File: src/rtl/qspi_sclk_pkg.sv
package qspi_sclk_pkg;

  // Control word bit positions
  localparam int POS_MASTER = 0;
  localparam int POS_CPOL   = 1;
  localparam int POS_CPHA   = 2;
  localparam int POS_DIV    = 3;
  localparam int POS_SS     = 10;
  localparam int POS_FORCE  = 14;
  localparam int POS_MANUAL = 15;
  localparam int POS_GO     = 16;

  // Strobes from sequencer to clock/select datapath
  typedef struct packed {
    logic load;    // new byte begins: reload divisor and half counter
    logic toggle;  // serial clock edge this cycle
    logic shift;   // shift strobe to register
    logic sample;  // sample strobe to register
    logic done;    // final edge of the byte
    logic selOn;   // chip select should be asserted next cycle
    logic idle;    // force clock to polarity level
  } seqStrobe_t;

endpackage

File: src/rtl/qspi_seq_ctrl.sv
module qspi_seq_ctrl
  import qspi_sclk_pkg::*;
#(
  parameter int BYTE_BITS = 8
) (
  input  logic       clk,
  input  logic       rstN,
  input  logic       active,
  input  logic       cpha,
  input  logic       manual,
  input  logic       trigger,
  input  logic       forceSel,
  input  logic       txReq,
  input  logic       halfExp,
  output seqStrobe_t stb
);

  localparam int EDGES  = 2 * BYTE_BITS;
  localparam int EDGE_W = $clog2(EDGES);
  localparam logic [EDGE_W-1:0] LAST_EDGE = EDGE_W'(EDGES - 1);

  logic              running;
  logic              armed;
  logic [EDGE_W-1:0] edgeCnt;

  logic go, edgeNow, lastEdge, leading, startNow, runNext;

  always_comb begin
    go       = active && txReq && (!manual || armed || trigger);
    edgeNow  = active && running && halfExp;
    lastEdge = edgeNow && (edgeCnt == LAST_EDGE);
    leading  = !edgeCnt[0];
    startNow = go && (!running || lastEdge);
    runNext  = active && (startNow || (running && !lastEdge));
  end

  always_comb begin
    stb.load   = startNow;
    stb.toggle = edgeNow;
    stb.shift  = (startNow && !cpha) ||
                 (edgeNow && (cpha ? leading : (!leading && !lastEdge)));
    stb.sample = edgeNow && (cpha ? !leading : leading);
    stb.done   = lastEdge;
    stb.selOn  = active && (forceSel || runNext);
    stb.idle   = !runNext;
  end

  always_ff @(posedge clk or negedge rstN) begin
    if (!rstN) begin
      running <= 1'b0;
      edgeCnt <= '0;
    end else begin
      running <= runNext;
      if (startNow)     edgeCnt <= '0;
      else if (edgeNow) edgeCnt <= edgeCnt + EDGE_W'(1);
    end
  end

  // Manual-start arm: one trigger covers one burst
  always_ff @(posedge clk or negedge rstN) begin
    if (!rstN)                         armed <= 1'b0;
    else if (!active || !manual)       armed <= 1'b0;
    else if (trigger)                  armed <= 1'b1;
    else if (lastEdge && !go)          armed <= 1'b0;
  end

endmodule

File: src/rtl/qspi_clk_path.sv
module qspi_clk_path
  import qspi_sclk_pkg::*;
#(
  parameter int NUM_CS   = 2,
  parameter int DIV_BITS = 3
) (
  input  logic                clk,
  input  logic                rstN,
  input  seqStrobe_t          stb,
  input  logic [DIV_BITS-1:0] divSel,
  input  logic                cpol,
  input  logic [NUM_CS-1:0]   ssSel,
  output logic                halfExp,
  output logic                sclk,
  output logic [NUM_CS-1:0]   csN,
  output logic                shiftStb,
  output logic                sampleStb,
  output logic                byteDone
);

  localparam int HALF_W = 1 << DIV_BITS;

  logic [DIV_BITS-1:0] divHeld;
  logic [HALF_W-1:0]   halfCnt;
  logic [HALF_W-1:0]   halfLimit;

  assign halfLimit = (HALF_W'(1) << divHeld) - HALF_W'(1);
  assign halfExp   = (halfCnt == halfLimit);

  // Divisor is captured only when a byte begins
  always_ff @(posedge clk or negedge rstN) begin
    if (!rstN) begin
      divHeld <= '0;
      halfCnt <= '0;
    end else if (stb.load) begin
      divHeld <= divSel;
      halfCnt <= '0;
    end else if (halfExp) begin
      halfCnt <= '0;
    end else begin
      halfCnt <= halfCnt + HALF_W'(1);
    end
  end

  always_ff @(posedge clk or negedge rstN) begin
    if (!rstN)            sclk <= 1'b0;
    else if (stb.idle)    sclk <= cpol;
    else if (stb.toggle)  sclk <= ~sclk;
  end

  always_ff @(posedge clk or negedge rstN) begin
    if (!rstN) begin
      shiftStb  <= 1'b0;
      sampleStb <= 1'b0;
      byteDone  <= 1'b0;
    end else begin
      shiftStb  <= stb.shift;
      sampleStb <= stb.sample;
      byteDone  <= stb.done;
    end
  end

  for (genvar i = 0; i < NUM_CS; i++) begin : g_cs
    always_ff @(posedge clk or negedge rstN) begin
      if (!rstN) csN[i] <= 1'b1;
      else       csN[i] <= stb.selOn ? ssSel[i] : 1'b1;
    end
  end

endmodule

File: src/rtl/qspi_sclk_gen.sv
module qspi_sclk_gen
  import qspi_sclk_pkg::*;
#(
  parameter int NUM_CS    = 2,
  parameter int DIV_BITS  = 3,
  parameter int BYTE_BITS = 8
) (
  input  logic              clk,
  input  logic              rstN,
  input  logic [31:0]       cfgWord,
  input  logic              enable,
  input  logic              txReq,
  output logic              sclk,
  output logic [NUM_CS-1:0] csN,
  output logic              shiftStb,
  output logic              sampleStb,
  output logic              byteDone
);

  seqStrobe_t stb;
  logic       halfExp;
  logic       active;
  logic       unusedCfg;

  assign active    = enable && cfgWord[POS_MASTER];
  assign unusedCfg = ^cfgWord;

  qspi_seq_ctrl #(.BYTE_BITS(BYTE_BITS)) u_ctrl (
    .clk      (clk),
    .rstN     (rstN),
    .active   (active),
    .cpha     (cfgWord[POS_CPHA]),
    .manual   (cfgWord[POS_MANUAL]),
    .trigger  (cfgWord[POS_GO]),
    .forceSel (cfgWord[POS_FORCE]),
    .txReq    (txReq),
    .halfExp  (halfExp),
    .stb      (stb)
  );

  qspi_clk_path #(.NUM_CS(NUM_CS), .DIV_BITS(DIV_BITS)) u_path (
    .clk       (clk),
    .rstN      (rstN),
    .stb       (stb),
    .divSel    (cfgWord[POS_DIV +: DIV_BITS]),
    .cpol      (cfgWord[POS_CPOL]),
    .ssSel     (cfgWord[POS_SS +: NUM_CS]),
    .halfExp   (halfExp),
    .sclk      (sclk),
    .csN       (csN),
    .shiftStb  (shiftStb),
    .sampleStb (sampleStb),
    .byteDone  (byteDone)
  );

endmodule

File: config.mk
export PLATFORM = sky130hd
export DESIGN_NAME = qspi_sclk_gen
export DESIGN_NICKNAME = d
export VERILOG_FILES = /design/src/rtl/qspi_sclk_pkg.sv /design/src/rtl/qspi_seq_ctrl.sv /design/src/rtl/qspi_clk_path.sv /design/src/rtl/qspi_sclk_gen.sv
export SDC_FILE = /design/constraint.sdc
export NUM_CORES = 1
export LEC_CHECK = 0
export CORE_MARGIN = 3
export CORE_UTILIZATION = 32
export DETAILED_ROUTE_END_ITERATION = 16
export DONT_BUFFER_PORTS = 1
export HOLD_SLACK_MARGIN = 0.08
export SYNTH_ARGS = -nofsm -noshare
export SYNTH_HDL_FRONTEND = slang
export SYNTH_SLANG_ARGS = --single-unit
export TNS_END_PERCENT = 20
File: constraint.sdc
create_clock -name clk -period 4.6 [get_ports clk]
set_input_delay 0.92 -clock clk [delete_from_list [all_inputs] [get_ports clk]]
set_output_delay 0.92 -clock clk [all_outputs]
set_load 0.01 [all_outputs]
==> results_dict.tcl <==
set metrics [dict create \
    end_kind "flip-flop" \
    hold_buffers 0 \
    ant_nets 0 \
    crit_path_cell_trace "or3_4, a21oi_2, o21ai_2, nor3_2, nand2_1, o41ai_1" \
    drc 0 \
    max_stage_delay_ps 650 \
    cp_max_fo 13 \
    die_w_um 69.4 \
    ctsResizeCount 0 \
    clkTransAtPathRegs_ps 80 \
    synth_top_cell_by_area "dfrtp_1" \
    drt_wl_total_um 2480 \
    die_y_um 69.4 \
    startpoint "u_path.divHeld[2]$_DFFE_PN0P_" \
    antennaDiodeCount 0 \
    vias_per_cell 5.43 \
    clock_sinks 23 \
    skew_ps 1.67 \
    setup_viol 0 \
    worst_hold_slack_ps 333 \
    synth_edf_count 0 \
    grt_setup_unrepaired "false" \
    fp-row-count 22 \
    reg2reg_setup_slack_ps 2050 \
    grt_pass1_wl_um 4200 \
    syn2layout_area_growth_pct 6.52 \
    ctsLongestPathBuffers 2 \
    fin_crit_ps 2550 \
    synth_area_mm2 0.00128 \
    drt_iter0_drc 104 \
    grt_antenna_before_repair 0 \
    mostFrequentLayoutCells "21 x dfrtp_1, 9 x nor2_1, 9 x nor3_1, 8 x nand3_1, 8 x inv_1" \
    final_cell_area_mm2 0.00137 \
    dp_cells 172 \
    initial_utilization_pct 34.1 \
    dp_hpwl_um 1850 \
    synth_cells 128 \
    track_usage_pct 10.7 \
    endpoint "u_ctrl.edgeCnt[3]$_DFFE_PN0P_" \
    ys.warnings.count 0 \
    io-pin-count 42 \
    crit_arrival_ps 2720 \
    tritoncts "built" \
    rr_endpoint "u_ctrl.edgeCnt[3]$_DFFE_PN0P_" \
    crit_path_top_delay_cell "nor3_2" \
    fin_crit_sh_pct 55.4 \
    design.core.area_mm2 0.00377 \
    criticalPathCategory "flip-flop to flip-flop" \
    ys_ff_latch 23 \
    cellPowerDensity_mw_per_mm2 422 \
    async_flop_share_pct 100 \
    fmax_mhz 392 \
    port-buffer-count 0 \
    cp.depth 6 \
    wl_per_cell_um 14.1 \
    netlist-cell-type-count 45 \
    mostFrequentLayoutCell "dfrtp_1" \
    outcome "finished clean" \
    grt_max_degree 24 \
    power.total_uw 577 \
    worst_slew_pin_slew_ps 833 \
    clock_latency_ps 270 \
    post_cts_buffers 0 \
    fin_nets 167 \
    yosysSeqAreaShare_pct 45.0 \
    slew_violations 0 \
    synthTopCellsByArea "dfrtp_1 41%, dfstp_2 4.1%, nor3_1 3.5%" \
    place_area_mm2 0.00132 \
    critical_path.top_delay_family "simple AND/OR/NAND/NOR gates" \
    ir_drop_uv 118 \
    avgSynthCellArea_um2 10.0 \
    start_kind "flip-flop" \
    cts_buffers 3 \
    drive_gt1_share_pct 12.5 \
    crit_buf_inv 0 \
    cts-htree-levels 1 \
    syn_nets 166 \
    maxSlewHeadroom_pct 44.2 \
    post_layout_nonfiller_instances 176 \
    grt-ovfl-total 0 \
    num_vias 955 \
    finalHoldViolCount 0 \
    cap_violations 0 \
    dieArea_mm2 0.00481 \
    synth_top_area_share_pct 40.9 \
    clockRootBuffer "clkbuf_8" \
    gp_congestion 0.785 \
    hp-class "input pin to async pin" \
    r2r_start "u_path.divHeld[2]$_DFFE_PN0P_" \
    first_pass_iters 4 \
    p_leak_nw 0.583 \
    synthFlopType "dfrtp_1" \
    cp.required_ps 4770 \
    reg2regPathDepth 6 \
    setup_tns_ps 0 \
    grt_pass1_vias 894 \
]
[where the power goes]
group          switching [mW]  leakage [nW]  internal (mW)
clock                  0.0697        0.0255         0.0607
sequential             0.0519         0.298          0.233
combinational          0.0840         0.260         0.0779
[routing by layer]
| layer | up-vias | share of wire (%) | GRT usage, % |
|---|---|---|---|
| li1 | 461 | - | - |
| met5 | - | 0 | 0 |
| met1 | 475 | 45 | 13.5 |
| met2 | 15 | 49 | 17.5 |
| met3 | 4 | 4.5 | 3.19 |
| met4 | 0 | 1.3 | 3.25 |
[cell usage after synthesis (2+ instances only)]
master,number
dfrtp_1,21
dfstp_2,2
o21ai_0,2
nor3_1,9
inv_1,8
o2111ai_1,2
a21oi_2,2
buf_2,3
nand3_1,8
ha_1,2
xnor2_1,2
a21boi_0,2
o41ai_1,2
nor2_1,9
nand2b_1,4
mux2i_1,3
mux2_1,3
a31oi_1,4
nand2_1,4
nor2b_1,3
a21oi_1,3
xor2_1,5
and3_1,3
[metrics by stage]
step / util (%) / setup slack (ps)
finish: 36.3 / 2050
global route: 36.3 / 1790
CTS: 36.3 / 2050
detailed placement: 35.1 / 2060
global placement: 35.1 / 2080
floorplan: - / 2390
[sequential cells by signal, summed over array words and instances (netlist names)]
signal,flops
u_ctrl.armed,1
u_ctrl.running,1
u_path.sampleStb,1
u_path.sclk,1
u_path.divHeld,3
u_path.shiftStb,1
u_path.csN,2
u_ctrl.edgeCnt,4
u_path.halfCnt,8
u_path.byteDone,1
[final cells by class]
cell class | count | area, µm²
Clock buffer | 3 | 41.3
Sequential cell | 23 | 578
Timing Repair Buffer | 1 | 7.51
Tap cell | 48 | 60.1
Fill cell | 378 | 2400
Clock inverter | 1 | 5.00
Inverter | 9 | 33.8
Multi-Input combinational cell | 91 | 643
[logic make-up (layout without fill, tap and decap cells)]
family,Yosys count,after routing,share of synthesized area (%)
mux,6,6,4.97
simple gates,46,46,20.4
xor+xnor,7,7,4.77
compound gates,30,30,17.9
buf+inv,14,14,4.97
flops,23,23,45.0
fa+ha+maj,2,2,1.95
[how the worst min path moves through the flow]
stage,endpoint,slack [ps]
floorplan,u_ctrl.edgeCnt[3]$_DFFE_PN0P_,450
global placement,u_ctrl.edgeCnt[3]$_DFFE_PN0P_,470
detailed placement,u_ctrl.edgeCnt[3]$_DFFE_PN0P_,480
CTS,u_ctrl.armed$_DFFE_PN0P_,330
global route,u_ctrl.edgeCnt[2]$_DFFE_PN0P_,310
finish,u_ctrl.armed$_DFFE_PN0P_,330
Power figures use the tool's default switching activity.
